**config.mk**
```make
export PLATFORM = sky130hd
export DESIGN_NAME = codec_init_seq
export DESIGN_NICKNAME = d
export VERILOG_FILES = /design/src/rtl/codec_init_pkg.sv /design/src/rtl/i2c_quarter_tick.sv /design/src/rtl/i2c_frame_tx.sv /design/src/rtl/pause_timer.sv /design/src/rtl/codec_init_seq.sv
export SDC_FILE = /design/constraint.sdc
export NUM_CORES = 1
export LEC_CHECK = 0
export CAP_MARGIN = 20
export CORE_UTILIZATION = 40
export DETAILED_ROUTE_END_ITERATION = 10
export GPL_ROUTABILITY_DRIVEN = 0
export SYNTH_ARGS = -nofsm -noshare
export SYNTH_HDL_FRONTEND = slang
export SYNTH_SLANG_ARGS = --single-unit
```
**constraint.sdc**
```tcl
create_clock -name clk -period 2.9 [get_ports clk]
set_input_delay 0.435 -clock clk [delete_from_list [all_inputs] [get_ports clk]]
set_output_delay 0.435 -clock clk [all_outputs]
set_load 0.02 [all_outputs]
```
**src/rtl/codec_init_pkg.sv**
```systemverilog
package codec_init_pkg;

    localparam int          SCRIPT_LEN = 11;
    localparam int          FRAME_BITS = 27;
    localparam logic [6:0]  DEV_ADDR   = 7'h1A;

    typedef struct packed {
        logic [6:0] reg_num;
        logic [8:0] value;
        logic       hold_after;
    } cfg_step_t;

    typedef enum logic [2:0] {
        SQ_IDLE, SQ_ISSUE, SQ_WAIT, SQ_PAUSE, SQ_DONE, SQ_FAIL
    } seq_state_t;

    typedef enum logic [1:0] {
        BM_IDLE, BM_START, BM_BITS, BM_STOP
    } bus_state_t;

    // Power-up order; hold_after marks writes that need settling time.
    function automatic cfg_step_t script_step(input logic [3:0] idx);
        cfg_step_t s;
        case (idx)
            4'd0:    s = '{reg_num: 7'd15, value: 9'h000, hold_after: 1'b1};
            4'd1:    s = '{reg_num: 7'd6,  value: 9'h070, hold_after: 1'b0};
            4'd2:    s = '{reg_num: 7'd2,  value: 9'h179, hold_after: 1'b0};
            4'd3:    s = '{reg_num: 7'd3,  value: 9'h179, hold_after: 1'b0};
            4'd4:    s = '{reg_num: 7'd4,  value: 9'h000, hold_after: 1'b0};
            4'd5:    s = '{reg_num: 7'd5,  value: 9'h000, hold_after: 1'b0};
            4'd6:    s = '{reg_num: 7'd7,  value: 9'h001, hold_after: 1'b0};
            4'd7:    s = '{reg_num: 7'd8,  value: 9'h000, hold_after: 1'b1};
            4'd8:    s = '{reg_num: 7'd9,  value: 9'h001, hold_after: 1'b1};
            4'd9:    s = '{reg_num: 7'd6,  value: 9'h020, hold_after: 1'b1};
            default: s = '{reg_num: 7'd4,  value: 9'h016, hold_after: 1'b0};
        endcase
        return s;
    endfunction

    // Serial image of one write; each '1' after a byte is a released ACK slot.
    function automatic logic [FRAME_BITS-1:0] pack_frame(input cfg_step_t s);
        return {DEV_ADDR, 1'b0, 1'b1,
                s.reg_num, s.value[8], 1'b1,
                s.value[7:0], 1'b1};
    endfunction

endpackage

```
**src/rtl/i2c_quarter_tick.sv**
```systemverilog
module i2c_quarter_tick #(
    parameter int DIV = 125
) (
    input  logic clk,
    input  logic rst,
    output logic tick
);
    generate
        if (DIV <= 1) begin : g_every
            assign tick = 1'b1;
        end else begin : g_count
            localparam int CW = $clog2(DIV);
            logic [CW-1:0] cnt;
            always_ff @(posedge clk) begin
                if (rst || cnt == CW'(DIV - 1)) cnt <= '0;
                else                            cnt <= cnt + 1'b1;
            end
            assign tick = (cnt == CW'(DIV - 1));
        end
    endgenerate
endmodule

```
**src/rtl/i2c_frame_tx.sv**
```systemverilog
module i2c_frame_tx
    import codec_init_pkg::*;
(
    input  logic                  clk,
    input  logic                  rst,
    input  logic                  tick,
    input  logic                  go,
    input  logic [FRAME_BITS-1:0] frame,
    input  logic                  sda_in,
    output logic                  scl_oe,
    output logic                  sda_oe,
    output logic                  fin,
    output logic                  nack
);
    localparam int BW = $clog2(FRAME_BITS);

    bus_state_t            state;
    logic [1:0]            q;
    logic [BW-1:0]         bidx;
    logic [FRAME_BITS-1:0] sh;
    logic                  ack_slot;

    assign ack_slot = (bidx == BW'(8)) || (bidx == BW'(17)) || (bidx == BW'(26));

    always_ff @(posedge clk) begin
        if (rst) begin
            state  <= BM_IDLE;
            q      <= '0;
            bidx   <= '0;
            sh     <= '0;
            scl_oe <= 1'b0;
            sda_oe <= 1'b0;
            fin    <= 1'b0;
            nack   <= 1'b0;
        end else begin
            fin <= 1'b0;
            case (state)
                BM_IDLE: if (go) begin
                    sh    <= frame;
                    nack  <= 1'b0;
                    q     <= '0;
                    state <= BM_START;
                end
                BM_START: if (tick) begin
                    case (q)
                        2'd1:    sda_oe <= 1'b1;
                        2'd2:    scl_oe <= 1'b1;
                        default: ;
                    endcase
                    if (q == 2'd2) begin
                        q     <= '0;
                        bidx  <= '0;
                        state <= BM_BITS;
                    end else begin
                        q <= q + 1'b1;
                    end
                end
                BM_BITS: if (tick) begin
                    q <= q + 1'b1;
                    case (q)
                        2'd0: sda_oe <= ~sh[FRAME_BITS-1];
                        2'd1: scl_oe <= 1'b0;
                        2'd2: if (ack_slot && sda_in) nack <= 1'b1;
                        default: begin
                            scl_oe <= 1'b1;
                            sh     <= {sh[FRAME_BITS-2:0], 1'b0};
                            if (bidx == BW'(FRAME_BITS - 1) || (ack_slot && nack))
                                state <= BM_STOP;
                            else
                                bidx <= bidx + 1'b1;
                        end
                    endcase
                end
                default: if (tick) begin   // BM_STOP
                    q <= q + 1'b1;
                    case (q)
                        2'd0: sda_oe <= 1'b1;
                        2'd1: scl_oe <= 1'b0;
                        2'd2: sda_oe <= 1'b0;
                        default: begin
                            fin   <= 1'b1;
                            state <= BM_IDLE;
                        end
                    endcase
                end
            endcase
        end
    end
endmodule

```
**src/rtl/pause_timer.sv**
```systemverilog
module pause_timer #(
    parameter int CYCLES = 50001
) (
    input  logic clk,
    input  logic rst,
    input  logic load,
    output logic expired
);
    localparam int W = $clog2(CYCLES + 1);

    logic [W-1:0] cnt;
    logic         active;

    assign expired = active && (cnt == '0);

    always_ff @(posedge clk) begin
        if (rst) begin
            cnt    <= '0;
            active <= 1'b0;
        end else if (load) begin
            cnt    <= W'(CYCLES - 1);
            active <= 1'b1;
        end else if (expired) begin
            active <= 1'b0;
        end else if (active) begin
            cnt <= cnt - 1'b1;
        end
    end
endmodule

```
**src/rtl/codec_init_seq.sv**
```systemverilog
module codec_init_seq
    import codec_init_pkg::*;
#(
    parameter int CLK_HZ       = 50_000_000,
    parameter int SCL_HZ       = 100_000,
    parameter int PAUSE_CYCLES = CLK_HZ / 1000 + 1
) (
    input  logic clk,
    input  logic rst,
    input  logic start,
    input  logic sda_in,
    output logic scl_oe,
    output logic sda_oe,
    output logic done,
    output logic error
);
    localparam int QDIV = (CLK_HZ / (4 * SCL_HZ) < 1) ? 1 : CLK_HZ / (4 * SCL_HZ);
    localparam logic [3:0] LAST_IDX = 4'(SCRIPT_LEN - 1);

    seq_state_t sq_state;
    logic [3:0] step_idx;
    cfg_step_t  cur_step;
    logic       tick, go, fin, nack, pause_load, pause_done;
    logic       pause_run, seq_busy;

    assign cur_step   = script_step(step_idx);
    assign go         = (sq_state == SQ_ISSUE);
    assign pause_load = (sq_state == SQ_WAIT) && fin && !nack && cur_step.hold_after;
    assign pause_run  = (sq_state == SQ_PAUSE);
    assign seq_busy   = (sq_state != SQ_IDLE);
    assign done       = (sq_state == SQ_DONE);
    assign error      = (sq_state == SQ_FAIL);

    i2c_quarter_tick #(.DIV(QDIV)) u_tick (
        .clk (clk), .rst (rst), .tick (tick)
    );

    i2c_frame_tx u_tx (
        .clk    (clk),
        .rst    (rst),
        .tick   (tick),
        .go     (go),
        .frame  (pack_frame(cur_step)),
        .sda_in (sda_in),
        .scl_oe (scl_oe),
        .sda_oe (sda_oe),
        .fin    (fin),
        .nack   (nack)
    );

    pause_timer #(.CYCLES(PAUSE_CYCLES)) u_pause (
        .clk (clk), .rst (rst), .load (pause_load), .expired (pause_done)
    );

    always_ff @(posedge clk) begin
        if (rst) begin
            sq_state <= SQ_IDLE;
            step_idx <= '0;
        end else begin
            case (sq_state)
                SQ_IDLE: if (start) begin
                    step_idx <= '0;
                    sq_state <= SQ_ISSUE;
                end
                SQ_ISSUE: sq_state <= SQ_WAIT;
                SQ_WAIT: if (fin) begin
                    if (nack)                     sq_state <= SQ_FAIL;
                    else if (cur_step.hold_after) sq_state <= SQ_PAUSE;
                    else if (step_idx == LAST_IDX) sq_state <= SQ_DONE;
                    else begin
                        step_idx <= step_idx + 1'b1;
                        sq_state <= SQ_ISSUE;
                    end
                end
                SQ_PAUSE: if (pause_done) begin
                    if (step_idx == LAST_IDX) sq_state <= SQ_DONE;
                    else begin
                        step_idx <= step_idx + 1'b1;
                        sq_state <= SQ_ISSUE;
                    end
                end
                default: ;   // SQ_DONE and SQ_FAIL hold until reset
            endcase
        end
    end
endmodule

```
### After elaboration in Yosys (flattened, before gate mapping)

Memory sizes are Yosys's and may differ from the RTL's. A register that Yosys moved wholly into a read port is not among the register bits.
Cells that the tools add are included.

* equality and inequality tests: 33
* $add $sub $neg: 5
* bitwise gates (word level): 4
* reduce and logical (&&, ||, !) cells: 39
* multiplexer cells: 65

Operators by type and width (count)
* $mux 27: 3
* $pmux 27 s2: 1
* $mux 16: 3
* $mux 4: 8
* $mux 5: 5
* $mux 2: 12
* $ne 2x2->1 const B: 11
* $mux 3: 6
* $mux 1: 17
* $logic_not 16->1: 1
* $sub 16x1->16 const B: 1
* $reduce_and 5->1: 3
* $ne 2x1->1 const B: 7
* $pmux 3 s4: 1
* $pmux 4 s3: 1
* $reduce_and 6->1: 2
* $eq 5x5->1 const B: 2
* $pmux 5 s2: 1
* $reduce_bool 2->1: 5
* $reduce_bool 3->1: 3
* $reduce_and 4->1: 2
* $reduce_and 8->1: 1
* $add 7x1->7 const B: 1
* $eq 7x7->1 const B: 1
* 27 further kinds: 48

* word-level logic and storage cells: 161
* memories kept: 1
* memory bits (read-only): 208
* register bits: 71
* input port bits: 4

Memory list
* (name not given): words 16, width 13, rd ports 1, clocked after Yosys merged registers in 1, write ports 0, line codec_init_pkg.sv:24 `case (idx)`

### Depth between registers and ports, before layout

Gate-level depths: netlist of run 1.

* word-level depth: 9
* gate-level depth with buffers: 13
* depth with buffers taken out: 13

### Hierarchy

From an unflattened synthesis of run 1, not the netlist that was laid out.

* cells, all modules: 489
* area total of the unflattened synthesis: 4347.9 µm²

Modules (own cells, without submodules)
* i2c_frame_tx: seq. area each 800.8 µm², area each 2139.6 µm², cells an instance 238, instances 1
* codec_init_seq: seq. area each 360.3 µm², area each 1011.0 µm², cells an instance 110, instances 1
* pause_timer: seq. area each 340.3 µm², area each 885.8 µm², cells an instance 106, instances 1
* i2c_quarter_tick: seq. area each 140.1 µm², area each 311.5 µm², cells an instance 35, instances 1

### Least setup slack after synthesis of run 1

OpenSTA, ideal clock, no wires.

* path type: register -> register
* start point: reg u_pause.cnt[0]
* end point: reg, netlist name cur_step[12]
* buffers on the path: 0
* stages on the path, launching flop included: 12
* required time: 2.828 ns
* arrival time: 2.915 ns
* slack: -0.087 ns
* cell sequence: dfxtp_1 inv_1 ha_1 or4b_1 or4_4 a31oi_4 nand2_1 mux2_4 ha_1 o21ai_0 a21boi_0 a2bb2oi_1

* longest elaborated chain between the ends: 6

RTL lines
* start: declaration: line pause_timer.sv:11 `logic [W-1:0] cnt;`
* start signal: assignment: line pause_timer.sv:21 `cnt <= W'(CYCLES - 1);`
* start signal: assignment: line pause_timer.sv:26 `cnt <= cnt - 1'b1;`
* $logic_not 16->1: line pause_timer.sv:14 `assign expired = active && (cnt == '0);`
* $logic_and 1x1->1: line pause_timer.sv:14
* $ne 2x2->1 (no source line)
* $reduce_and 6->1 (no source line)
* $mux 4 (no source line) (2 in series)

No other way between the ends.
A chain may end at the register's enable or synchronous reset.

### Worst setup path in the final report of run 1

* start point: reg u_pause.cnt[1]
* end point: reg, netlist name cur_step[12]

* longest elaborated chain between the ends: 6

RTL lines (line)
* $logic_not 16->1: pause_timer.sv:14
* $logic_and 1x1->1: pause_timer.sv:14
* $ne 2x2->1 (no source line)
* $reduce_and 6->1 (no source line)
* $mux 4 (no source line) (2 in series)

No other way between the ends.

==> run summary, run 1 <==
LOGIC SYNTHESIS
------------------------------------------------------------------------------------------------------
Yosys warning count .....................................................................            0
Synthesis-stage register bit count ......................................................           82
Post-synthesis sequential area ratio ....................................................        41.3%
Net count after synthesis ...............................................................          491
Distinct cell type count after synthesis ................................................           57
Number of synthesized flops with an enable pin ..........................................            0
Simple-gate portion of the synthesized area .............................................        23.3%
Gate count after technology mapping .....................................................          463
Multiplexer area fraction after synthesis ...............................................        3.93%
Dominant register cell in the synthesized netlist ....................................... sky130_fd_sc_hd__dfxtp_1
Average cell area after synthesis .......................................................    8.59 um^2
Share of the synthesized netlist area taken by xor and xnor gates .......................        4.62%
Share of the synthesized area in compound gates (AO/OA/AOI/OAI) .........................        14.5%
Async set-or-reset flop fraction in the synthesized netlist .............................           0%
Area of the mapped netlist ..............................................................    3980 um^2
Combinational family with the most area after synthesis ................................. simple AND/OR/NAND/NOR gates
Adder-Cell Fraction of Synth Area .......................................................        7.55%

TIMING
------------------------------------------------------------------------------------------------------
Total Neg Setup Slack ...................................................................         0 ns
Setup repair after global routing missed its margin .....................................         true
Max Clk Rate ............................................................................      350 MHz
Least-Margin Pin Slew ...................................................................     0.670 ns
Final Hold Slack ........................................................................     0.427 ns
Final Skew ..............................................................................    0.0135 ns
Final Max Tran Viols ....................................................................            0
Tcrit/Tclk final ........................................................................        98.7%
Time the worst path needs with I/O delays and setup .....................................      2.86 ns
Total count of hold-check failures in the final report ..................................            0
Headroom to the max-slew limit ..........................................................        54.7%
Number of setup violations in the final report ..........................................            0

CRITICAL PATH
------------------------------------------------------------------------------------------------------
Bufs and invs on worst path .............................................................            1
Largest driver fanout on the critical path ..............................................            3
Data required time at the worst endpoint ................................................      3.15 ns
Total number of cells along the worst setup path ........................................           13
Slowest cell on the critical path ....................................................... sky130_fd_sc_hd__or4_4
CP Cell Sequence ........................................................................ inv_2, ha_4, or4b_1, or4_4, a31oi_4, nand2_2, a21oi_2, nand2b_4, a21o_1, ha_4, o21ai_2, a21boi_4, a2bb2oi_2
Sort of element at the start of the critical path .......................................     register
Worst Setup SP .......................................................................... u_pause.cnt[1]$_SDFFE_PP0P_
Worst R2R Path Depth ....................................................................           13
CP most frequent cell ................................................................... sky130_fd_sc_hd__ha_4
Launching point of the worst reg2reg path ............................................... u_pause.cnt[1]$_SDFFE_PP0P_
Crit path largest cell delay ............................................................      0.55 ns
Top Family by Delay on Critical Path .................................................... simple AND/OR/NAND/NOR gates
Classification of the worst setup path ..................................................   reg -> reg
Arr. time, crit path ....................................................................      3.11 ns
Setup crit end kind .....................................................................     register

FINAL LAYOUT
------------------------------------------------------------------------------------------------------
# diodes ................................................................................            0
FF+latch area ...........................................................................    1640 um^2
Net total in the final layout ...........................................................          508
Combined area of the multi-input logic cells ............................................    2220 um^2
Filler Cells Inserted ...................................................................          964
Proportion of layout cells with a drive suffix above 1 ..................................        14.2%
Synth-to-Final Area Change ..............................................................        14.6%
Post-Route Utilization ..................................................................        47.1%

ROUTING
------------------------------------------------------------------------------------------------------
Top layer reached by signal wires .......................................................         met4
M1 WL ...................................................................................      4050 um
Total Wirelength ........................................................................      8070 um
Drc violations ..........................................................................            0
Number of violations reported at the end of detailed-routing iteration 0 ................           89
Detail-routed via count per cell ........................................................         5.09
Number of detailed-route iterations in the first pass ...................................            4
Met3 wire length ........................................................................       167 um
Vias after detailed routing .............................................................         3148
DRT antenna net count ...................................................................            0
Detailed route wirelength on metal2 .....................................................      3760 um
Routed length per instance ..............................................................      13.1 um

FLOORPLAN
------------------------------------------------------------------------------------------------------
Starting density of the core ............................................................        41.1%
Standard-cell rows ......................................................................           36
Area of the core ........................................................................    9680 um^2
Die Y-Extent ............................................................................       102 um
Number of primary I/O pins ..............................................................            8
Die outline area ........................................................................   10400 um^2
Die Width ...............................................................................       102 um

GRT
------------------------------------------------------------------------------------------------------
Global routing usage summed across all routing layers ...................................        16.5%
Largest net degree at the start of global routing .......................................           46
Wire length of the first global-routing pass ............................................     13400 um
Number of global-route vias before repair ...............................................         2945
Initial antenna violation count .........................................................            0
Congestion Overflow GR ..................................................................            0

CLOCK NETWORK
------------------------------------------------------------------------------------------------------
Hold Buf Count CTS ......................................................................            0
Clock latency on the worst-skew pair ....................................................      0.36 ns
CTS H-Tree Depth ........................................................................            3
TritonCTS Buffers .......................................................................            9
Total number of clock tree sinks ........................................................           82
TritonCTS clock tree ....................................................................        built
Clock transition at the register clock pins on the worst setup and hold paths after CTS .      0.10 ns
Deepest clock path buffer count .........................................................            2
Root cell of the clock tree ............................................................. sky130_fd_sc_hd__clkbuf_8

POWER AND IR DROP
------------------------------------------------------------------------------------------------------
Total leakage power .....................................................................      1.69 nW
Pwr Density .............................................................................  635 nW/um^2
Maximum resistive drop on vdd ...........................................................   0.000281 V

RUN STATUS
------------------------------------------------------------------------------------------------------
Outcome ................................................................................. finished, final reports clean

MIN PATH
------------------------------------------------------------------------------------------------------
Cell depth of the worst min-delay path ..................................................            2
Hold Crit Start .........................................................................          rst
Type of the worst min-delay path ........................................................    in -> reg

PLACE
------------------------------------------------------------------------------------------------------
HPWL after detailed placement ...........................................................      5480 um
Number of buffers inserted by port buffering ............................................            7

FLOW RUN
------------------------------------------------------------------------------------------------------
Maximum Capacitance Violations ..........................................................            0

## through the flow
stage | total power [mW] | cells | worst slack, ns | area (um^2)
3_3_place_gp | 2.04 | 595 | 0.0529 | 4230
4_1_cts | 2.91 | 613 | 0.000327 | 4450
2_1_floorplan | 1.91 | 463 | 0.00403 | 3980
3_5_place_dp | 2.07 | 595 | -0.0465 | 4230
6_report | 2.89 | 618 | 0.0389 | 4560
5_1_grt | 3.09 | 618 | -0.0989 | 4560
## cell families (layout without fill, tap and decap cells)
kind of cell	Yosys count	after routing
multiplexers	15	15
AO/OA/AOI/OAI	88	88
adder cells (fa/ha/maj)	24	24
buffers and inverters	49	71
XOR/XNOR	21	21
AND/OR/NAND/NOR	184	184
flip-flops	82	82
## power breakdown
group          switching (mW)  internal, mW
sequential             0.0898          1.25
combinational           0.434         0.297
clock                   0.448         0.372
## layer usage
layer,up-vias,global-route usage (%)
met3,8,4.00
met4,0,7.02
li1,1643,-
met5,-,0
met2,28,25.6
met1,1469,21.7
## cells in the mapped netlist (6+ instances only)
| master | instances | area, um^2 |
|---|---|---|
| sky130_fd_sc_hd__a211oi_1 | 18 | 135 |
| sky130_fd_sc_hd__a21oi_1 | 35 | 175 |
| sky130_fd_sc_hd__clkbuf_1 | 18 | 67.6 |
| sky130_fd_sc_hd__dfxtp_1 | 82 | 1640 |
| sky130_fd_sc_hd__ha_1 | 24 | 300 |
| sky130_fd_sc_hd__inv_1 | 26 | 97.6 |
| sky130_fd_sc_hd__mux2i_1 | 13 | 130 |
| sky130_fd_sc_hd__nand2_1 | 29 | 109 |
| sky130_fd_sc_hd__nand2b_1 | 8 | 50.1 |
| sky130_fd_sc_hd__nand3_1 | 17 | 85.1 |
| sky130_fd_sc_hd__nor2_1 | 65 | 244 |
| sky130_fd_sc_hd__nor2b_1 | 6 | 37.5 |
| sky130_fd_sc_hd__nor3_1 | 19 | 95.1 |
| sky130_fd_sc_hd__nor4_1 | 6 | 37.5 |
| sky130_fd_sc_hd__o21ai_0 | 10 | 50.1 |
| sky130_fd_sc_hd__xnor2_1 | 12 | 105 |
| sky130_fd_sc_hd__xor2_1 | 9 | 78.8 |
## worst paths after layout
check / endpoint / slack, ns
hold / removal: u_tx.sh[12]$_SDFFE_PP0P_ / 0.43
setup / recovery: cur_step[12]$_DFF_P_ / 0.04
setup reg to reg: cur_step[12]$_DFF_P_ / 0.04
hold reg to reg: u_tx.sh[15]$_SDFFE_PP0P_ / 0.46
## layout by cell type, fill, tap and decap left out, drive strengths merged, types with 2 or more instances in the layout
cell type and instances:
nor4 6, nor3 20, inv 30, o22ai 2, nor2 66, a221oi 2, nor2b 6, nand3b 2
o2bb2ai 2, nand4 5, a31oi 2, mux2 2, or4 4, nand2 29, a211oi 18, o21ai 10
or2 2, nor3b 5, xnor2 12, a22o 2, and2 2, nand3 17, clkbuf 11, nand2b 8
or4b 2, a311oi 2, a21oi 35, or3 3, ha 24, dfxtp 82, a21boi 2, clkinv 2
buf 22, xor2 9, clkdlybuf4s50 6, and3 5, mux2i 13
## state kept, by name, indices dropped and copies added (netlist names)
name and count:
u_tx.sh 27, u_pause.cnt 16, cur_step 11, u_tick.g_count.cnt 7, u_tx.bidx 5, step_idx 4
sq_state 3, u_tx.q 2, u_tx.state 2, u_pause.active 1, u_tx.fin 1, u_tx.nack 1
u_tx.scl_oe 1, u_tx.sda_oe 1
## repair_timing
item                       4_1_cts  5_1_grt
gates cloned                     0        1
setup endpoints to repair        3       10
buffers inserted                 2        5
pin swaps                        2       11
resized for setup                2       22
## worst reg2reg max path, stage by stage (launching register included)
cell                        delay (ns)
sky130_fd_sc_hd__dfxtp_2          0.33
sky130_fd_sc_hd__inv_2            0.08
sky130_fd_sc_hd__ha_4             0.13
sky130_fd_sc_hd__or4b_1           0.42
sky130_fd_sc_hd__or4_4            0.55
sky130_fd_sc_hd__a31oi_4          0.23
sky130_fd_sc_hd__nand2_2          0.09
sky130_fd_sc_hd__a21oi_2          0.11
sky130_fd_sc_hd__nand2b_4         0.13
sky130_fd_sc_hd__a21o_1           0.18
sky130_fd_sc_hd__ha_4             0.16
sky130_fd_sc_hd__o21ai_2          0.07
sky130_fd_sc_hd__a21boi_4         0.16
sky130_fd_sc_hd__a2bb2oi_2        0.12
## area by class of cell
type	instances	share of cell area (%)
inverters	27	2.25
flip-flops and latches	82	36.0
clock inverters	5	0.933
clock buffers	11	3.32
multi-input cells	332	48.7
repair buffers	28	5.08
well taps	133	3.65
No activity file was read; power rests on OpenSTA's default activity.
==> run 2, diff against run 1 <==
==> constraint.sdc (replaced) <==
create_clock -name clk -period 2.9 [get_ports clk]
set_input_delay 0.435 -clock clk [delete_from_list [all_inputs] [get_ports clk]]
set_output_delay 0.435 -clock clk [all_outputs]
set_load 0.1 [all_outputs]
==> run summary, run 2 (synthesis results as in run 1) <==
CRITICAL PATH
------------------------------------------------------------------------------------------------------
Largest driver fanout on the critical path ..............................................            3   unchanged
Slowest cell on the critical path ....................................................... sky130_fd_sc_hd__or4_4
Total number of cells along the worst setup path ........................................           13   unchanged
Sort of element at the start of the critical path .......................................     register
Bufs and invs on worst path .............................................................            1   unchanged
Setup crit end kind .....................................................................     register
Crit path largest cell delay ............................................................      0.55 ns   about the same
Worst R2R Path Depth ....................................................................           13   unchanged
Data required time at the worst endpoint ................................................      3.15 ns   about the same
Classification of the worst setup path ..................................................   reg -> reg
Arr. time, crit path ....................................................................      3.09 ns   -0.02 ns
Top Family by Delay on Critical Path .................................................... simple AND/OR/NAND/NOR gates
CP Cell Sequence ........................................................................ inv_2, ha_4, or4b_1, or4_4, a31oi_4, nand2_2, a21oi_2, nand2b_4, a21o_1, ha_2, o21ai_2, a21boi_4, a2bb2oi_2

TIMING
------------------------------------------------------------------------------------------------------
Final Skew ..............................................................................    0.0107 ns   -0.00281 ns
Final Max Tran Viols ....................................................................            0   unchanged
Tcrit/Tclk final ........................................................................        97.9%   -0.77 points
Worst path setup slack after routing ....................................................    0.0612 ns   +0.0224 ns
Max Clk Rate ............................................................................      352 MHz   +0.79%
Least-Margin Pin Slew ...................................................................     0.704 ns   +0.0345 ns
Time the worst path needs with I/O delays and setup .....................................      2.84 ns   -0.0224 ns
Headroom to the max-slew limit ..........................................................        52.4%   -2.3 points
Setup repair after global routing missed its margin .....................................         true
Total count of hold-check failures in the final report ..................................            0   unchanged
Number of setup violations in the final report ..........................................            0   unchanged

POWER AND IR DROP
------------------------------------------------------------------------------------------------------
Tot Pwr .................................................................................      2.81 mW   -2.8%
Combinational share of power ............................................................        25.2%   about the same
Internal cell power .....................................................................      1.86 mW   -3.3%
Clock group share of total power ........................................................        27.3%   -1.1 points
Sequential power share ..................................................................        47.5%   +1.1 points
Switching share of power ................................................................        33.9%   +0.32 points
Total leakage power .....................................................................      1.66 nW   -1.6%
Maximum resistive drop on vdd ...........................................................   0.000279 V   -0.75%
Pwr Density .............................................................................  629 nW/um^2   -0.92%
Power spent charging and discharging nets ...............................................       954 uW   -1.9%

PLACE
------------------------------------------------------------------------------------------------------
Number of instances in the placed design ................................................          595   unchanged
Cell area after placement ...............................................................    4220 um^2   -0.24%
HPWL after detailed placement ...........................................................      5390 um   -1.7%
Number of buffers inserted by port buffering ............................................            7   unchanged
Placement-stage worst setup slack .......................................................   0.00225 ns   +0.0488 ns

ROUTING
------------------------------------------------------------------------------------------------------
Vias after detailed routing .............................................................         3106   -1.3%
DRT antenna net count ...................................................................            0   unchanged
Total Wirelength ........................................................................      7860 um   -2.6%
Number of detailed-route iterations in the first pass ...................................            4   unchanged
Drc violations ..........................................................................            0   unchanged
Routed length per instance ..............................................................      12.8 um   -2.0%
Detail-routed via count per cell ........................................................         5.06   -0.69%
Number of violations reported at the end of detailed-routing iteration 0 ................          134   +51%

GRT
------------------------------------------------------------------------------------------------------
Global routing usage summed across all routing layers ...................................        17.0%   +0.53 points
Number of global-route vias before repair ...............................................         2988   +1.5%
Congestion Overflow GR ..................................................................            0   unchanged
Initial antenna violation count .........................................................            0   unchanged
Wire length of the first global-routing pass ............................................     13800 um   +2.7%
Largest net degree at the start of global routing .......................................           46   unchanged

FINAL LAYOUT
------------------------------------------------------------------------------------------------------
Combined area of the multi-input logic cells ............................................    2200 um^2   -0.90%
Flip-flop count of the largest register, all copies and words added .....................           27   unchanged
Net total in the final layout ...........................................................          504   -0.79%
Most frequent cells in the layout ....................................................... sky130_fd_sc_hd__dfxtp_1, sky130_fd_sc_hd__nor2_1, sky130_fd_sc_hd__a21oi_1
Post-Route Utilization ..................................................................        46.2%   -0.89 points
FF+latch area ...........................................................................    1640 um^2   about the same
Non-filler instance count after layout ..................................................          614   -0.65%
Filler Cells Inserted ...................................................................          962   -0.21%
Synth-to-Final Area Change ..............................................................        12.4%
Most common library cell in the layout ignoring fill and taps ........................... sky130_fd_sc_hd__dfxtp_1
Proportion of layout cells with a drive suffix above 1 ..................................        13.7%   -0.51 points
Final cell area excluding filler cells ..................................................    4470 um^2   -1.9%
Largest reg by FF count .................................................................      u_tx.sh
# diodes ................................................................................            0   unchanged

MIN PATH
------------------------------------------------------------------------------------------------------
Type of the worst min-delay path ........................................................    in -> reg
Cell depth of the worst min-delay path ..................................................            2   unchanged

FLOORPLAN
------------------------------------------------------------------------------------------------------
Area of the core ........................................................................    9680 um^2   unchanged
Standard-cell rows ......................................................................           36   unchanged
Die Y-Extent ............................................................................       102 um   unchanged
Die Width ...............................................................................       102 um   unchanged
Starting density of the core ............................................................        41.1%   unchanged
Die outline area ........................................................................   10400 um^2   unchanged
Number of primary I/O pins ..............................................................            8   unchanged

CLOCK NETWORK
------------------------------------------------------------------------------------------------------
Root cell of the clock tree ............................................................. sky130_fd_sc_hd__clkbuf_8
Clock transition at the register clock pins on the worst setup and hold paths after CTS .      0.08 ns   -0.02 ns
CTS H-Tree Depth ........................................................................            3   unchanged
Clock latency on the worst-skew pair ....................................................      0.36 ns   about the same
TritonCTS Buffers .......................................................................            9   unchanged
Deepest clock path buffer count .........................................................            2   unchanged
Total number of clock tree sinks ........................................................           82   unchanged
TritonCTS clock tree ....................................................................        built

FLOW RUN
------------------------------------------------------------------------------------------------------
Maximum Capacitance Violations ..........................................................            0   unchanged

RUN STATUS
------------------------------------------------------------------------------------------------------
Outcome ................................................................................. finished, final reports clean

[run 2: changes by cell type in the layout (fill, tap and decap cells not counted), sizes merged]
cell,previous run,this run
clkbuf,11,10
clkdlybuf4s50,6,2
clkinv,2,3
[run 2: metal layers]
metal	global-route usage, %	part of all wire [%]	vias up
li1	-	-	1632
met1	22.2	50	1432
met2	26.2	46	31
met3	3.45	2.4	11
met4	9.36	2.0	0
met5	0	0	-
[run 2: timing repair]
action / CTS / global route
resized for setup: 3 / 14
hold buffers: 0 / 0
hold endpoints to repair: 0 / 0
pin swaps: 2 / 8
endpoints found under the setup margin: 2 / 8
buffers inserted: 0 / 3
[run 2: through the flow]
step,hold slack [ns],setup TNS (ns)
floorplan,0.427,-0.358
global placement,0.438,0
detailed placement,0.446,0
CTS,0.410,0
global route,0.421,-0.181
finish,0.431,0
[run 2: area by class of cell]
type / instances / share of cell area, %
sequential: 82 / 36.8
tap: 133 / 3.72
inverter: 27 / 2.29
timing repair buffer: 24 / 4.08
clock inverter: 6 / 1.06
clock buffer: 10 / 2.85
multi-input combinational: 332 / 49.2
[run 2: power by group through the flow]
| stage | Combinational [mW] | Clock, mW | Sequential (mW) |
|---|---|---|---|
| after floorplan | 0.574 | 0 | 1.33 |
| after global placement | 0.684 | 0 | 1.36 |
| after detailed placement | 0.700 | 0 | 1.36 |
| after CTS | 0.703 | 0.798 | 1.34 |
| after global routing | 0.821 | 0.844 | 1.36 |
| final | 0.708 | 0.767 | 1.34 |
[run 2: worst paths after layout]
check / start / slack (ns) / end
setup / recovery: u_pause.cnt[1]$_SDFFE_PP0P_ / 0.06 / cur_step[12]$_DFF_P_
hold / removal: rst / 0.43 / u_tx.sh[13]$_SDFFE_PP0P_
setup reg to reg: u_pause.cnt[1]$_SDFFE_PP0P_ / 0.06 / cur_step[12]$_DFF_P_
hold reg to reg: u_tx.sh[16]$_SDFFE_PP0P_ / 0.46 / u_tx.sh[16]$_SDFFE_PP0P_
==> run 3, diff against run 2 <==
- ABC_CLOCK_PERIOD_IN_PS: not set -> 2900
- CELL_PAD_IN_SITES_DETAIL_PLACEMENT: not set -> 1
- CELL_PAD_IN_SITES_GLOBAL_PLACEMENT: not set -> 2
- CORE_UTILIZATION: 40 -> 35
- PLACE_DENSITY_LB_ADDON: not set -> 0.1
- SKIP_CTS_REPAIR_TIMING: not set -> 1
==> run summary, run 3 (synthesis results as in run 1) <==
POWER AND IR DROP
------------------------------------------------------------------------------------------------------
Tot Pwr .................................................................................      3.25 mW   +16%
Total leakage power .....................................................................      1.75 nW   +5.4%
Maximum resistive drop on vdd ...........................................................   0.000333 V   +20%
Pwr Density .............................................................................  697 nW/um^2   +11%

TIMING
------------------------------------------------------------------------------------------------------
Headroom to the max-slew limit ..........................................................        48.8%   -3.6 points
Max Clk Rate ............................................................................      355 MHz   +0.90%
Total count of hold-check failures in the final report ..................................            0   unchanged
Tcrit/Tclk final ........................................................................        97.0%   -0.88 points
Number of setup violations in the final report ..........................................            0   unchanged
Worst path setup slack after routing ....................................................    0.0867 ns   +0.0254 ns
Least-Margin Pin Slew ...................................................................     0.758 ns   +0.0539 ns
Total Neg Setup Slack ...................................................................         0 ns   unchanged
Final Max Tran Viols ....................................................................            0   unchanged
Final Skew ..............................................................................   0.00575 ns   -0.00498 ns
Final Hold Slack ........................................................................     0.410 ns   -0.0201 ns
Time the worst path needs with I/O delays and setup .....................................      2.81 ns   -0.0254 ns

ROUTING
------------------------------------------------------------------------------------------------------
Vias after detailed routing .............................................................         3210   +3.3%
DRT antenna net count ...................................................................            0   unchanged
Total Wirelength ........................................................................      9340 um   +19%
Number of detailed-route iterations in the first pass ...................................            4   unchanged
Detail-routed via count per cell ........................................................         5.11   +1.0%
Routed length per instance ..............................................................      14.9 um   +16%
Number of violations reported at the end of detailed-routing iteration 0 ................           90   -33%
Drc violations ..........................................................................            0   unchanged

GRT
------------------------------------------------------------------------------------------------------
Largest net degree at the start of global routing .......................................           46   unchanged
Global routing usage summed across all routing layers ...................................        17.8%   +0.77 points
Congestion Overflow GR ..................................................................            0   unchanged
Initial antenna violation count .........................................................            0   unchanged
Number of global-route vias before repair ...............................................         3335   +12%
Wire length of the first global-routing pass ............................................     16300 um   +19%

FINAL LAYOUT
------------------------------------------------------------------------------------------------------
Proportion of layout cells with a drive suffix above 1 ..................................        15.8%   +2.1 points
Most common library cell in the layout ignoring fill and taps ........................... sky130_fd_sc_hd__dfxtp_1
Non-filler instance count after layout ..................................................          628   +2.3%
Most frequent cells in the layout ....................................................... sky130_fd_sc_hd__dfxtp_1, sky130_fd_sc_hd__nor2_1, sky130_fd_sc_hd__a21oi_1
Post-Route Utilization ..................................................................        42.7%   -3.5 points
Synth-to-Final Area Change ..............................................................        17.3%
Filler Cells Inserted ...................................................................         1315   +37%
Largest reg by FF count .................................................................      u_tx.sh
Flip-flop count of the largest register, all copies and words added .....................           27   unchanged
Net total in the final layout ...........................................................          512   +1.6%
# diodes ................................................................................            0   unchanged
Final cell area excluding filler cells ..................................................    4670 um^2   +4.4%

FLOW RUN
------------------------------------------------------------------------------------------------------
Maximum Capacitance Violations ..........................................................            0   unchanged

CRITICAL PATH
------------------------------------------------------------------------------------------------------
Setup crit end kind .....................................................................     register
Largest driver fanout on the critical path ..............................................            5   +2
Top Family by Delay on Critical Path .................................................... simple AND/OR/NAND/NOR gates
CP Cell Sequence ........................................................................ or4_4, or4_4, a31oi_4, buf_4, buf_4, a311oi_1, a41o_1, and2_2, a22o_1
Slowest cell on the critical path ....................................................... sky130_fd_sc_hd__or4_4
Classification of the worst setup path ..................................................   reg -> reg
Data required time at the worst endpoint ................................................      3.12 ns   -0.03 ns
Arr. time, crit path ....................................................................      3.04 ns   -0.05 ns
Crit path largest cell delay ............................................................      0.58 ns   +0.03 ns
Bufs and invs on worst path .............................................................            2   +1
Sort of element at the start of the critical path .......................................     register

CLOCK NETWORK
------------------------------------------------------------------------------------------------------
Root cell of the clock tree ............................................................. sky130_fd_sc_hd__clkbuf_16
Deepest clock path buffer count .........................................................            2   unchanged
TritonCTS clock tree ....................................................................        built
Clock latency on the worst-skew pair ....................................................      0.33 ns   -0.03 ns
TritonCTS Buffers .......................................................................            9   unchanged
Clock transition at the register clock pins on the worst setup and hold paths after CTS .      0.06 ns   -0.02 ns
Total number of clock tree sinks ........................................................           82   unchanged
CTS H-Tree Depth ........................................................................            3   unchanged

FLOORPLAN
------------------------------------------------------------------------------------------------------
Number of primary I/O pins ..............................................................            8   unchanged
Die outline area ........................................................................   11800 um^2   +14%
Area of the core ........................................................................   10900 um^2   +13%
Die Y-Extent ............................................................................       109 um   +6.8%
Standard-cell rows ......................................................................           38   +5.6%
Die Width ...............................................................................       109 um   +6.8%
Starting density of the core ............................................................        36.4%   -4.7 points

PLACE
------------------------------------------------------------------------------------------------------
Number of instances in the placed design ................................................          608   +2.2%
Cell area after placement ...............................................................    4270 um^2   +1.3%
HPWL after detailed placement ...........................................................      6600 um   +22%
Number of buffers inserted by port buffering ............................................            7   unchanged
Placement-stage worst setup slack .......................................................    -0.108 ns   -0.111 ns

RUN STATUS
------------------------------------------------------------------------------------------------------
Outcome ................................................................................. finished, final reports clean

MIN PATH
------------------------------------------------------------------------------------------------------
Type of the worst min-delay path ........................................................    in -> reg

## run 3: changes by cell type in the layout (fill, tap and decap cells not counted), sizes merged
cell | previous run | this run
buf | 22 | 30
inv | 30 | 26
clkbuf | 10 | 13
bufinv | 0 | 1
clkinv | 3 | 2
## run 3: power by group
| part | internal [mW] | switching, mW |
|---|---|---|
| sequential | 1.25 | 0.0842 |
| clock | 0.732 | 0.437 |
| combinational | 0.290 | 0.456 |
| total | 2.28 | 0.978 |
## run 3: final timing paths
check                              start                       end  slack, ns  cells past startpoint
max          u_pause.cnt[4]$_SDFFE_PP0P_      cur_step[10]$_DFF_P_       0.09                      9
min                                  rst  sq_state[0]$_SDFFE_PP0P_       0.41                      2
max reg2reg  u_pause.cnt[4]$_SDFFE_PP0P_      cur_step[10]$_DFF_P_       0.09                      9
min reg2reg     u_tx.sh[20]$_SDFFE_PP0P_  u_tx.sh[20]$_SDFFE_PP0P_       0.45                      2
## run 3: metal layers
metal	global-route usage [%]	part of all wire (%)
met5	0	0
met4	5.98	1.9
met3	5.08	2.4
met2	30.4	49
met1	21.3	47
## run 3: final cells by class
class	count	area, um^2	share of cell area (%)
multi-input combinational	332	2190	47.0
sequential	82	1650	35.3
clock buffer	13	270	5.79
timing repair buffer	32	243	5.20
tap	140	175	3.75
inverter	27	103	2.20
clock inverter	2	35.0	0.750
